===== src/rtl/cmp_trig_pkg.sv =====
package cmp_trig_pkg;

    // Mode codes; all codes not listed behave as off.
    typedef enum logic [3:0] {
        MODE_OFF         = 4'b0000,
        MODE_DRIVE_HI    = 4'b1000,
        MODE_DRIVE_LO    = 4'b1001,
        MODE_FLAG_ONLY   = 4'b1010,
        MODE_PERIOD_TRIG = 4'b1011
    } mode_e;

    typedef struct packed {
        logic active;
        logic drive_hi;
        logic drive_lo;
        logic period_trig;
    } mode_dec_t;

    function automatic mode_dec_t decode_mode(input logic [3:0] code);
        mode_dec_t d;
        d.active      = (code[3:2] == 2'b10);
        d.drive_hi    = (code == MODE_DRIVE_HI);
        d.drive_lo    = (code == MODE_DRIVE_LO);
        d.period_trig = (code == MODE_PERIOD_TRIG);
        return d;
    endfunction

endpackage


===== src/rtl/cmp_trig_timer.sv =====
module cmp_trig_timer #(
    parameter int CNT_W = 16
) (
    input  logic             clk,
    input  logic             rst,
    input  logic             cnt_en,
    input  logic             period_clr,
    output logic [CNT_W-1:0] count,
    output logic             wrap,
    output logic             moving
);
    localparam logic [CNT_W-1:0] TOP = '1;

    logic [CNT_W-1:0] count_nxt;

    always_comb begin
        if (period_clr)
            count_nxt = '0;
        else if (cnt_en)
            count_nxt = count + 1'b1;
        else
            count_nxt = count;
    end

    // natural wrap only; a period clear takes priority and never counts
    assign wrap   = cnt_en && !period_clr && (count == TOP);
    assign moving = (count_nxt != count);

    always_ff @(posedge clk) begin
        if (rst)
            count <= '0;
        else
            count <= count_nxt;
    end

endmodule


===== src/rtl/cmp_trig_match.sv =====
module cmp_trig_match
    import cmp_trig_pkg::*;
#(
    parameter int CNT_W = 16
) (
    input  logic             clk,
    input  logic             rst,
    input  logic [CNT_W-1:0] count,
    input  logic [CNT_W-1:0] cmp_val,
    input  mode_dec_t        dec,
    input  logic             moving,
    input  logic             cfg_write,
    output logic             fire
);
    // set once the current count value has been acted on
    logic done;
    logic equal;

    assign equal = (count == cmp_val);
    assign fire  = dec.active && equal && !done;

    always_ff @(posedge clk) begin
        if (rst)
            done <= 1'b0;
        else if (moving || cfg_write)
            done <= 1'b0;
        else if (fire)
            done <= 1'b1;
    end

endmodule


===== src/rtl/cmp_trig_action.sv =====
module cmp_trig_action
    import cmp_trig_pkg::*;
(
    input  logic      clk,
    input  logic      rst,
    input  logic      fire,
    input  mode_dec_t dec,
    input  logic      conv_en,
    input  logic      zero_write,
    input  logic      wrap,
    input  logic      match_clr,
    input  logic      ovf_clr,
    output logic      pin_out,
    output logic      match_flag,
    output logic      ovf_flag,
    output logic      conv_start
);

    always_ff @(posedge clk) begin
        if (rst || zero_write)
            pin_out <= 1'b0;
        else if (fire && dec.drive_hi)
            pin_out <= 1'b1;
        else if (fire && dec.drive_lo)
            pin_out <= 1'b0;
    end

    always_ff @(posedge clk) begin
        if (rst)
            match_flag <= 1'b0;
        else if (fire)
            match_flag <= 1'b1;
        else if (match_clr)
            match_flag <= 1'b0;
    end

    always_ff @(posedge clk) begin
        if (rst)
            ovf_flag <= 1'b0;
        else if (wrap)
            ovf_flag <= 1'b1;
        else if (ovf_clr)
            ovf_flag <= 1'b0;
    end

    always_ff @(posedge clk) begin
        if (rst)
            conv_start <= 1'b0;
        else
            conv_start <= fire && dec.period_trig && conv_en;
    end

endmodule


===== src/rtl/cmp_trig_unit.sv =====
module cmp_trig_unit
    import cmp_trig_pkg::*;
#(
    parameter int CNT_W  = 16,
    parameter int MODE_W = 4
) (
    input  logic              clk,
    input  logic              rst,
    input  logic              tmr_en,
    input  logic              cmp_wr,
    input  logic [CNT_W-1:0]  cmp_data,
    input  logic              mode_wr,
    input  logic [MODE_W-1:0] mode_data,
    input  logic              conv_en,
    input  logic              match_clr,
    input  logic              ovf_clr,
    output logic [CNT_W-1:0]  timer_count,
    output logic              pin_out,
    output logic              match_flag,
    output logic              ovf_flag,
    output logic              conv_start
);
    logic [CNT_W-1:0]  cmp_q;
    logic [MODE_W-1:0] mode_q;
    mode_dec_t         dec;
    logic              fire;
    logic              period_clr;
    logic              wrap;
    logic              moving;
    logic              zero_write;

    always_ff @(posedge clk) begin
        if (rst) begin
            cmp_q  <= '0;
            mode_q <= '0;
        end else begin
            if (cmp_wr)
                cmp_q <= cmp_data;
            if (mode_wr)
                mode_q <= mode_data;
        end
    end

    assign dec        = decode_mode(4'(mode_q));
    assign period_clr = fire && dec.period_trig;
    assign zero_write = mode_wr && (mode_data == '0);

    cmp_trig_timer #(.CNT_W(CNT_W)) u_timer (
        .clk        (clk),
        .rst        (rst),
        .cnt_en     (tmr_en),
        .period_clr (period_clr),
        .count      (timer_count),
        .wrap       (wrap),
        .moving     (moving)
    );

    cmp_trig_match #(.CNT_W(CNT_W)) u_match (
        .clk       (clk),
        .rst       (rst),
        .count     (timer_count),
        .cmp_val   (cmp_q),
        .dec       (dec),
        .moving    (moving),
        .cfg_write (cmp_wr || mode_wr),
        .fire      (fire)
    );

    cmp_trig_action u_action (
        .clk        (clk),
        .rst        (rst),
        .fire       (fire),
        .dec        (dec),
        .conv_en    (conv_en),
        .zero_write (zero_write),
        .wrap       (wrap),
        .match_clr  (match_clr),
        .ovf_clr    (ovf_clr),
        .pin_out    (pin_out),
        .match_flag (match_flag),
        .ovf_flag   (ovf_flag),
        .conv_start (conv_start)
    );

endmodule


===== config.mk =====
export PLATFORM = sky130hd
export DESIGN_NAME = cmp_trig_unit
export DESIGN_NICKNAME = d
export VERILOG_FILES = /design/src/rtl/cmp_trig_pkg.sv /design/src/rtl/cmp_trig_timer.sv /design/src/rtl/cmp_trig_match.sv /design/src/rtl/cmp_trig_action.sv /design/src/rtl/cmp_trig_unit.sv
export SDC_FILE = /design/constraint.sdc
export NUM_CORES = 1
export LEC_CHECK = 0
export BUFFER_PORTS_ARGS = -buffer_cell sky130_fd_sc_hd__buf_2
export CORE_ASPECT_RATIO = 0.7
export CORE_MARGIN = 4
export CORE_UTILIZATION = 40
export CTS_BUF_LIST = sky130_fd_sc_hd__clkbuf_8 sky130_fd_sc_hd__clkbuf_16
export CTS_CLUSTER_SIZE = 40
export DETAILED_ROUTE_END_ITERATION = 16
export PLACE_DENSITY = 0.63
export SYNTH_ARGS = -nofsm -noshare
export SYNTH_HDL_FRONTEND = slang
export SYNTH_HIERARCHICAL = 1
export SYNTH_SLANG_ARGS = --single-unit

===== constraint.sdc =====
create_clock -name clk -period 5.6 [get_ports clk]
set_clock_uncertainty 0.2 [all_clocks]
set_input_delay 0.84 -clock clk [delete_from_list [all_inputs] [get_ports clk]]
set_output_delay 0.84 -clock clk [all_outputs]
set_load 0.02 [all_outputs]

==> key figures, run 1 <==
Yosys
  • Seq cells post-synth: between 40 and 50
  • Mapped Area: between 1500 and 2000 um^2
  • Netlist cell types: 35
  • Synthesized area per cell: about 9.4 um^2
  • Post-synth EDFFs: 0
  • Post-Synthesis Cells: 206
  • Top cells by area, synth: dfxtp_1, mux2i_1, xnor2_1
  • Async S/R FF share, synth: 0%
  • Synth top area share: around 42%
  • Syn Nets: between 200 and 250
  • Synth area leader: dfxtp_1
  • Seq/Total Area, Yosys: 42.4%
  • Ys flop type: dfxtp_1
  • Yosys warning total: 6

Setup path
  • CP Data Arrival Time: 3.35 ns
  • Worst setup SP type: flip-flop
  • CP Class: reg -> reg
  • CP endpoint kind: flip-flop
  • Worst Path Max Fanout: 8
  • WP data required: approximately 5.6 ns

Placement
  • Place WS: 2.23 ns
  • HPWL Detailed: roughly 3.3 mm
  • IO Port Bufs: between 40 and 50
  • GP Congestion: between 0.8 and 0.9

STA
  • Final count of hold timing violations: 0
  • Least-Margin Pin Slew: ~0.5 ns
  • RSZ-0062 raised after global routing: no
  • Final setup fails: 0
  • Max-slew violations: 0
  • Min Clock Period, post-route: between 3 and 4 ns
  • Fin crit share: 59.9%
  • Fin worst setup slack: 2.24 ns
  • Setup TNS: 0 ns
  • Final hold slack: roughly 0.27 ns
  • Rel. slew slack: around two thirds
  • Fmax: a little under 0.3 GHz

Power and ir drop
  • Peak VDD IR: 0.000120 V
  • PwrDens: 246 nW/um^2
  • Clk pwr share: between 30% and 40%
  • Sequential Power Share: ~57%
  • Lkg Pwr: 0.000953 uW
  • P_int: between 400 and 500 uW
  • Net Sw Frac: roughly a quarter
  • Combinational power share: 9.7%
  • Power, Total: between 500 and 600 uW
  • P_sw: approximately 140 uW

Global route
  • First-pass GRT wire length: around 7.4 mm
  • Largest net degree at the start of global routing: 27
  • Initial antenna violation count: 0
  • Number of global-route vias before repair: about 1400
  • Grt total ovfl: 0
  • Overall Global Routing Usage: 15.8%

Drt
  • First DRT Iteration DRCs: 95
  • Residual DRC count: 0
  • Antenna viol nets, final: 0
  • Via/cell ratio: 5.17
  • WL/cell: 14.6 um
  • TritonRoute pass-1 iters: 4
  • Final WL: between 4 and 5 mm
  • Via count: ~1600

Floorplan
  • I/O pin total: 48
  • Die Width: approximately 91 um
  • Core area: 4500 um^2
  • Area of the die: about 6000 um^2
  • Die span in y: 66.2 um
  • FP Rows: 20
  • Initial Util: 42.9%

Cells and area
  • Most frequent cells in the layout: buf_2, dfxtp_1, nor2_1
  • Area Growth Syn to Fin: 16.2%
  • Nets: 280
  • Antenna fix cells: 0
  • Layout cells sized above 1: 23.4%
  • Most common cell after layout, fill and taps aside: buf_2
  • Final core occ: approximately half

Clock network
  • CTS H-tree lvls: 2
  • Cts repair resizes: 0
  • Clock slew at reported path FFs: 0.08 ns
  • Root Buffer: clkbuf_8
  • Worst skew pair latency: ~0.29 ns
  • CTS Buf Count: 5
  • Clock sink total: slightly above 40
  • CTS tree: built
  • Clk buf depth: 2
  • Cts hold-fix bufs: 0
  • Post-CTS Setup Repair Bufs: 0

Worst hold path
  • Min-Delay Path Class: reg -> reg

Run
  • Max_cap viols: 0

Outcome
  • Status: complete, no violations
-- logic make-up after synthesis --
group / count (synthesis) / share of synthesized area, %
adders and majority gates: 1 / 0.647
buffers and inverters: 13 / 4.59
xor gates and xnor gates: 28 / 12.7
and+or+nand+nor: 90 / 24.1
AOI/OAI and AO/OA: 12 / 4.72
muxes: 21 / 10.9
DFF: 41 / 42.4
-- worst max-delay path: stages, from the launching register on --
cell,delay [ns]
dfxtp_1,0.52
xnor2_1,0.16
nand4_1,0.11
nor4_1,0.31
nand3_1,0.15
nor2_1,0.23
inv_1,0.06
nor4b_1,0.48
nor4b_1,0.29
nand4_1,0.12
o32a_2,0.35
a2111oi_2,0.27
-- power groups by stage --
stage               clock network, uW  logic, uW  registers [uW]
global route                      204       60.4             314
global placement                    0       53.7             319
CTS                               190       54.3             313
finish                            186       53.8             313
detailed placement                  0       53.7             319
floorplan                           0       38.4             318
-- final cells by class --
class                      count  area (um^2)
timing repair buffer          47          235
clock inverter                 3         13.8
clock buffer                   5         68.8
multi-input combinational    152         1020
inverter                       4         15.0
fill                         458         2260
tap                           55         68.8
sequential                    41          821
-- sequential cells by signal, summed over array words and instances (netlist names) --
name	count
u_action/ovf_flag	1
u_action/match_flag	1
mode_q	4
u_action/pin_out	1
u_match/done	1
u_timer/count	16
u_action/conv_start	1
cmp_q	16
-- synth_stat cells, types with 5 or more instances --
cell     instances
xor2_1           9
nor4_1           6
dfxtp_1         41
nand4_1         10
mux2i_1         21
nor2_1          34
xnor2_1         19
nand2_1          8
nand3_1          7
a21oi_1          5
-- metrics by stage --
stage | std cells | instance area (um^2)
final | 307 | 2250
after global routing | 307 | 2250
after CTS | 307 | 2250
after detailed placement | 299 | 2160
after global placement | 299 | 2160
after floorplan | 206 | 1930
-- routing by layer --
metal,GRT usage [%],wire [um],vias up
li1,-,-,800
met1,24.9,2350,724
met2,20.4,1770,60
met3,4.10,316,4
met4,3.95,36,0
met5,0,0,-
-- path summary, 6_finish.rpt --
check                      end             start  slack [ns]  depth (start not counted)
setup / recovery  u_match/done  u_timer/count[6]        2.24                         11
hold / removal    u_match/done      u_match/done        0.27                          2
setup reg to reg  u_match/done  u_timer/count[6]        2.24                         11
hold reg to reg   u_match/done      u_match/done        0.27                          2
Note: power is estimated with default switching activity, not from simulation.
==> run 2: changes to the inputs <==
==> constraint.sdc (replaced) <==
create_clock -name clk -period 3.5 [get_ports clk]
set_clock_uncertainty 0.2 [all_clocks]
set_input_delay 0.525 -clock clk [delete_from_list [all_inputs] [get_ports clk]]
set_output_delay 0.525 -clock clk [all_outputs]
set_load 0.02 [all_outputs]
==> run 2 against run 1 <==
Against the previous run: combinational power up 75%; clock power up 110%; via count up 4.5%; maximum frequency up 5.7%; non-clock buffer count up 10; cell count up 3.3%; wire length up 5.5%; critical path depth unchanged; core utilization up 2.7 points; critical path type unchanged; sequential cell count unchanged; die area unchanged; global-route usage up 0.73 points.
==> key figures, run 2 (synthesis gave the netlist of run 1 again) <==
Outcome
  • Status: complete, no violations

STA
  • Fmax: 0.315 GHz (+5.7%)
  • Max-slew violations: 0 (unchanged)
  • Final setup fails: 0 (unchanged)
  • Least-Margin Pin Slew: 0.489 ns (-0.0169 ns)
  • Min Clock Period, post-route: 3.18 ns (-0.180 ns)
  • Setup TNS: 0 ns (unchanged)
  • Final count of hold timing violations: 0 (unchanged)
  • RSZ-0062 raised after global routing: no
  • Fin crit share: 90.7% (+31 points)
  • Rel. slew slack: 67.4% (+1.6 points)

Setup path
  • Slowest CP cell: dfxtp_1
  • Worst setup SP type: flip-flop
  • Buffers and inverters on the worst path: 1 (unchanged)
  • Worst Path Max Fanout: 8 (unchanged)
  • Crit-path cells: xnor2_1 > nand4_1 > nor4_1 > nand3_1 > nor2_1 > inv_1 > nor4b_2 > nor4b_2 > nand4_1 > o32a_2 > a2111oi_2
  • CP Data Arrival Time: 3.17 ns (-0.18 ns)
  • Crit-path max cell delay: 0.50 ns (-0.02 ns)
  • CP Class: reg -> reg
  • CP top delay family: simple AND/OR/NAND/NOR gates
  • WP data required: 3.50 ns (-2.09 ns)
  • CP endpoint kind: flip-flop

Global route
  • GR met1 Demand/Resource: 25.5% (+0.60 points)
  • Busiest layer in global routing: met1
  • Number of global-route vias before repair: 1544 (+8.1%)
  • Largest net degree at the start of global routing: 27 (unchanged)
  • Overall Global Routing Usage: 16.5% (+0.73 points)
  • Initial antenna violation count: 0 (unchanged)
  • Met3 Track Usage GR: 4.66% (+0.57 points)
  • First-pass GRT wire length: 7.80 mm (+4.8%)
  • Met2 GRT Util: 21.6% (+1.2 points)
  • Grt total ovfl: 0 (unchanged)

Clock network
  • Clock sink total: 41 (unchanged)
  • CTS tree: built
  • Root Buffer: clkbuf_8
  • Cts hold-fix bufs: 0 (unchanged)
  • Clk buf depth: 2 (unchanged)
  • Worst skew pair latency: 0.29 ns (about the same)
  • CTS H-tree lvls: 2 (unchanged)
  • CTS Buf Count: 5 (unchanged)
  • Clock slew at reported path FFs: 0.08 ns (about the same)

Drt
  • Final WL: 4.72 mm (+5.5%)
  • Antenna viol nets, final: 0 (unchanged)
  • Via count: 1660 (+4.5%)
  • Residual DRC count: 0 (unchanged)
  • First DRT Iteration DRCs: 98 (+3.2%)
  • TritonRoute pass-1 iters: 4 (unchanged)
  • WL/cell: 14.9 um (+2.2%)
  • Via/cell ratio: 5.24 (+1.2%)

Cells and area
  • Most common cell after layout, fill and taps aside: buf_2
  • Final core occ: 52.6% (+2.7 points)
  • Register area: 822 um^2 (+0.15%)
  • Area Growth Syn to Fin: 22.5%
  • # fillers: 445 (-2.8%)
  • Most frequent cells in the layout: buf_2, dfxtp_1, nor2_1
  • Antenna fix cells: 0 (unchanged)
  • Regs by FF count: cmp_q (16), u_timer/count (16), mode_q (4)
  • Multi-input logic area: 1040 um^2 (+1.2%)
  • Layout cells sized above 1: 27.5% (+4.1 points)
  • Nets: 290 (+3.6%)

Floorplan
  • Area of the die: 6030 um^2 (unchanged)
  • Die span in y: 66.2 um (unchanged)
  • Die Width: 91.1 um (unchanged)
  • Initial Util: 42.9% (unchanged)
  • FP Rows: 20 (unchanged)
  • I/O pin total: 48 (unchanged)
  • Core area: 4500 um^2 (unchanged)

Power and ir drop
  • PwrDens: 414 nW/um^2 (+68%)
  • Peak VDD IR: 0.000223 V (+86%)
  • Power, Total: 980 uW (+77%)
  • Lkg Pwr: 0.00102 uW (+7.4%)

Run
  • Max_cap viols: 0 (unchanged)

Worst hold path
  • Min-Delay Path Class: in -> reg

Placement
  • HPWL Detailed: 3.56 mm (+7.8%)
  • GP Congestion: 0.924 (+8.1%)
  • IO Port Bufs: 47 (unchanged)
==> run 2: power by group <==
| group | internal, uW | total, uW | switching (uW) |
|---|---|---|---|
| Combinational | 46.7 | 93.9 | 47.2 |
| Sequential | 482 | 497 | 14.5 |
| Clock | 230 | 389 | 160 |
==> run 2: area by class of cell <==
class / count / share of cell area, %
clock buffers: 6 / 3.48
flip-flops and latches: 41 / 34.7
clock inverters: 2 / 1.43
repair buffers: 57 / 13.1
well taps: 55 / 2.90
inverters: 4 / 0.634
multi-input cells: 152 / 43.8
==> run 2: worst paths after layout <==
path                               to              from  slack (ns)  cells past startpoint
setup / recovery         u_match/done  u_timer/count[9]        0.32                     11
hold / removal    u_action/conv_start           conv_en        0.26                      3
setup reg to reg         u_match/done  u_timer/count[9]        0.32                     11
hold reg to reg          u_match/done      u_match/done        0.27                      2
==> run 2: timing repair <==
action,4_1_cts,5_1_grt
setup endpoints to repair,0,1
gates resized for setup,0,3
buffers inserted,0,0
==> run 2: tightest hold or removal path: cells and delay by family <==
family                 cells  cell delay, ns
buffers and inverters      1            0.10
and+or+nand+nor            2            0.08
==> run 2: metal layers <==
layer	vias to the layer above	share of wire [%]	wire (um)
met5	-	0	0
met1	759	52	2450
met3	5	8.9	418
met2	67	38	1810
li1	829	-	-
met4	0	0.76	36
==> run 2: metrics by stage <==
step / cell area, um^2 / std cells / hold slack [ns] / setup WS [ns]
finish: 2370 / 317 / 0.256 / 0.325
global route: 2370 / 317 / 0.257 / 0.0428
CTS: 2360 / 317 / 0.249 / 0.0903
detailed placement: 2240 / 309 / 0.257 / 0.114
global placement: 2240 / 309 / 0.254 / 0.288
floorplan: 1930 / 206 / 0.246 / 0.423
==> run 3: changes to the inputs <==
--- a/config.mk
+++ b/config.mk
@@ -13,6 +13,7 @@
 export CTS_CLUSTER_SIZE = 40
 export DETAILED_ROUTE_END_ITERATION = 16
 export PLACE_DENSITY = 0.63
+export REMOVE_ABC_BUFFERS = 1
 export SYNTH_ARGS = -nofsm -noshare
 export SYNTH_HDL_FRONTEND = slang
 export SYNTH_HIERARCHICAL = 1
==> run 3 against run 2 <==
Against the previous run: via count down 6.0%; sequential cell count unchanged; non-clock buffer count down 8; critical path depth unchanged; cell count down 2.5%; first-iteration DRC count down 21%; combinational power about the same; design area down 2.5%; sequential power about the same; hold slack better by 0.0068 ns.
==> key figures, run 3 (synthesis gave the netlist of run 1 again) <==
Outcome
  • Status: complete, no violations

Cells and area
  • Register area: 826 um^2 (+0.46%)
  • Regs by FF count: cmp_q (16), u_timer/count (16), mode_q (4)
  • Area Growth Syn to Fin: 19.4%
  • Layout cells sized above 1: 27.2% (-0.32 points)
  • Antenna fix cells: 0 (unchanged)
  • # fillers: 426 (-4.3%)
  • Nets: 282 (-2.8%)
  • Most common cell after layout, fill and taps aside: buf_2
  • Fin cells: 309 (-2.5%)
  • Most frequent cells in the layout: buf_2, dfxtp_1, nor2_1
  • Multi-input logic area: 1050 um^2 (+1.1%)
  • Design Area, Final: 2310 um^2 (-2.5%)

Setup path
  • CP endpoint kind: flip-flop
  • Crit-path cells: xnor2_1 > nand4_1 > nor4_1 > nand3_1 > nor2_2 > inv_1 > nor4b_4 > nor4b_2 > nand4_1 > o32a_2 > a2111oi_2
  • WP data required: 3.49 ns (about the same)
  • Worst setup SP type: flip-flop
  • CP top delay family: simple AND/OR/NAND/NOR gates
  • Critical Path Most Common Cell: nand4_1
  • CP Class: reg -> reg
  • Crit-path max cell delay: 0.47 ns (-0.03 ns)
  • Slowest CP cell: dfxtp_1
  • Worst Path Max Fanout: 7 (-1)
  • CP Data Arrival Time: 3.15 ns (-0.02 ns)
  • Buffers and inverters on the worst path: 1 (unchanged)

STA
  • RSZ-0062 raised after global routing: no
  • Final setup fails: 0 (unchanged)
  • Max-slew violations: 0 (unchanged)
  • Rel. slew slack: 67.1% (-0.29 points)
  • Min Clock Period, post-route: 3.16 ns (-0.0164 ns)
  • Fin crit share: 90.2% (-0.47 points)
  • Fmax: 0.317 GHz (+0.52%)
  • Least-Margin Pin Slew: 0.494 ns (+0.00439 ns)
  • Final count of hold timing violations: 0 (unchanged)
  • Setup TNS: 0 ns (unchanged)
  • Final hold slack: 0.263 ns (+0.00684 ns)

Drt
  • WL/cell: 14.0 um (-6.1%)
  • Residual DRC count: 0 (unchanged)
  • TritonRoute pass-1 iters: 4 (unchanged)
  • Antenna viol nets, final: 0 (unchanged)
  • First DRT Iteration DRCs: 77 (-21%)
  • Via count: 1561 (-6.0%)
  • Final WL: 4.32 mm (-8.5%)
  • Via/cell ratio: 5.05 (-3.5%)

Floorplan
  • Core area: 4500 um^2 (unchanged)
  • Area of the die: 6030 um^2 (unchanged)
  • FP Rows: 20 (unchanged)
  • Die span in y: 66.2 um (unchanged)
  • I/O pin total: 48 (unchanged)
  • Die Width: 91.1 um (unchanged)
  • Initial Util: 42.9% (unchanged)

Global route
  • Largest net degree at the start of global routing: 27 (unchanged)
  • Met3 Track Usage GR: 5.69% (+1.0 points)
  • Grt total ovfl: 0 (unchanged)
  • GR met1 Demand/Resource: 21.3% (-4.2 points)
  • Number of global-route vias before repair: 1436 (-7.0%)
  • First-pass GRT wire length: 7.17 mm (-8.1%)
  • Overall Global Routing Usage: 15.1% (-1.4 points)
  • Initial antenna violation count: 0 (unchanged)
  • Busiest layer in global routing: met2
  • Met2 GRT Util: 21.6% (unchanged)

Clock network
  • Post-CTS Setup Repair Bufs: 0 (unchanged)
  • CTS tree: built
  • Clock sink total: 41 (unchanged)
  • Clock slew at reported path FFs: 0.08 ns (about the same)
  • Worst skew pair latency: 0.28 ns (about the same)
  • CTS H-tree lvls: 2 (unchanged)
  • Cts hold-fix bufs: 0 (unchanged)
  • CTS Buf Count: 5 (unchanged)
  • Clk buf depth: 2 (unchanged)
  • Root Buffer: clkbuf_8

Placement
  • DP Cell Count: 301 (-2.6%)
  • HPWL Detailed: 3.23 mm (-9.2%)
  • Cell Area, Placed: 2180 um^2 (-2.7%)
  • IO Port Bufs: 47 (unchanged)
  • GP Congestion: 0.817 (-12%)

Worst hold path
  • Min-Delay Path Class: in -> reg

Power and ir drop
  • Lkg Pwr: 0.000976 uW (-4.6%)
  • PwrDens: 400 nW/um^2 (-3.2%)
  • Peak VDD IR: 0.000290 V (+30%)

Run
  • Max_cap viols: 0 (unchanged)
[run 3: cell types whose count changed in the layout (fill, tap and decap cells not counted), sizes merged]
cell	change
inv	-1
buf	-8
clkbuf	+1
bufinv	-1
clkinv	+1
[run 3: where the power goes]
part           internal (uW)  leakage [uW]  total (uW)  switching [uW]
clock network            178     0.0000542         335             157
logic                   46.7      0.000585        94.2            47.6
registers                482      0.000337         496            13.4
total                    707      0.000976         925             217
[run 3: final timing paths]
path / start / to / slack [ns] / cells past startpoint
worst max-delay path: u_timer/count[7] / u_match/done / 0.34 / 11
worst min-delay path: conv_en / u_action/conv_start / 0.26 / 3
worst max register to register: u_timer/count[7] / u_match/done / 0.34 / 11
worst min register to register: u_action/match_flag / u_action/match_flag / 0.27 / 2
[run 3: metrics by stage]
stage               utilization, %  setup WS (ns)  total power (uW)
CTS                           50.8         0.0954               934
finish                        51.3          0.341               925
floorplan                        -          0.423               556
global placement              48.4          0.208               602
global route                  51.3         0.0157               967
detailed placement            48.4        -0.0338               601
[run 3: final cells by class]
| type | count | area share [%] |
|---|---|---|
| clock buffer | 7 | 4.17 |
| multi-input combinational | 152 | 45.4 |
| timing repair buffer | 49 | 10.8 |
| inverter | 4 | 0.650 |
| clock inverter | 1 | 0.217 |
| sequential | 41 | 35.8 |
| tap | 55 | 2.98 |
[run 3: per-layer routing]
layer  part of all wire, %  vias to the layer above
met5                     0                        -
met3                   7.0                        2
met2                    40                       37
li1                      -                      805
met1                    52                      717
met4                  0.49                        0
[run 3: worst register-to-register path: stages (launching register included)]
cell       delay (ns)
dfxtp_1          0.47
xnor2_1          0.16
nand4_1          0.10
nor4_1           0.32
nand3_1          0.18
nor2_2           0.18
inv_1            0.10
nor4b_4          0.34
nor4b_2          0.27
nand4_1          0.14
o32a_2           0.35
a2111oi_2        0.26
[run 3: repair_timing]
action	in CTS	in global routing
setup endpoints to repair	1	1
resized for setup	1	7
pin swaps	0	0
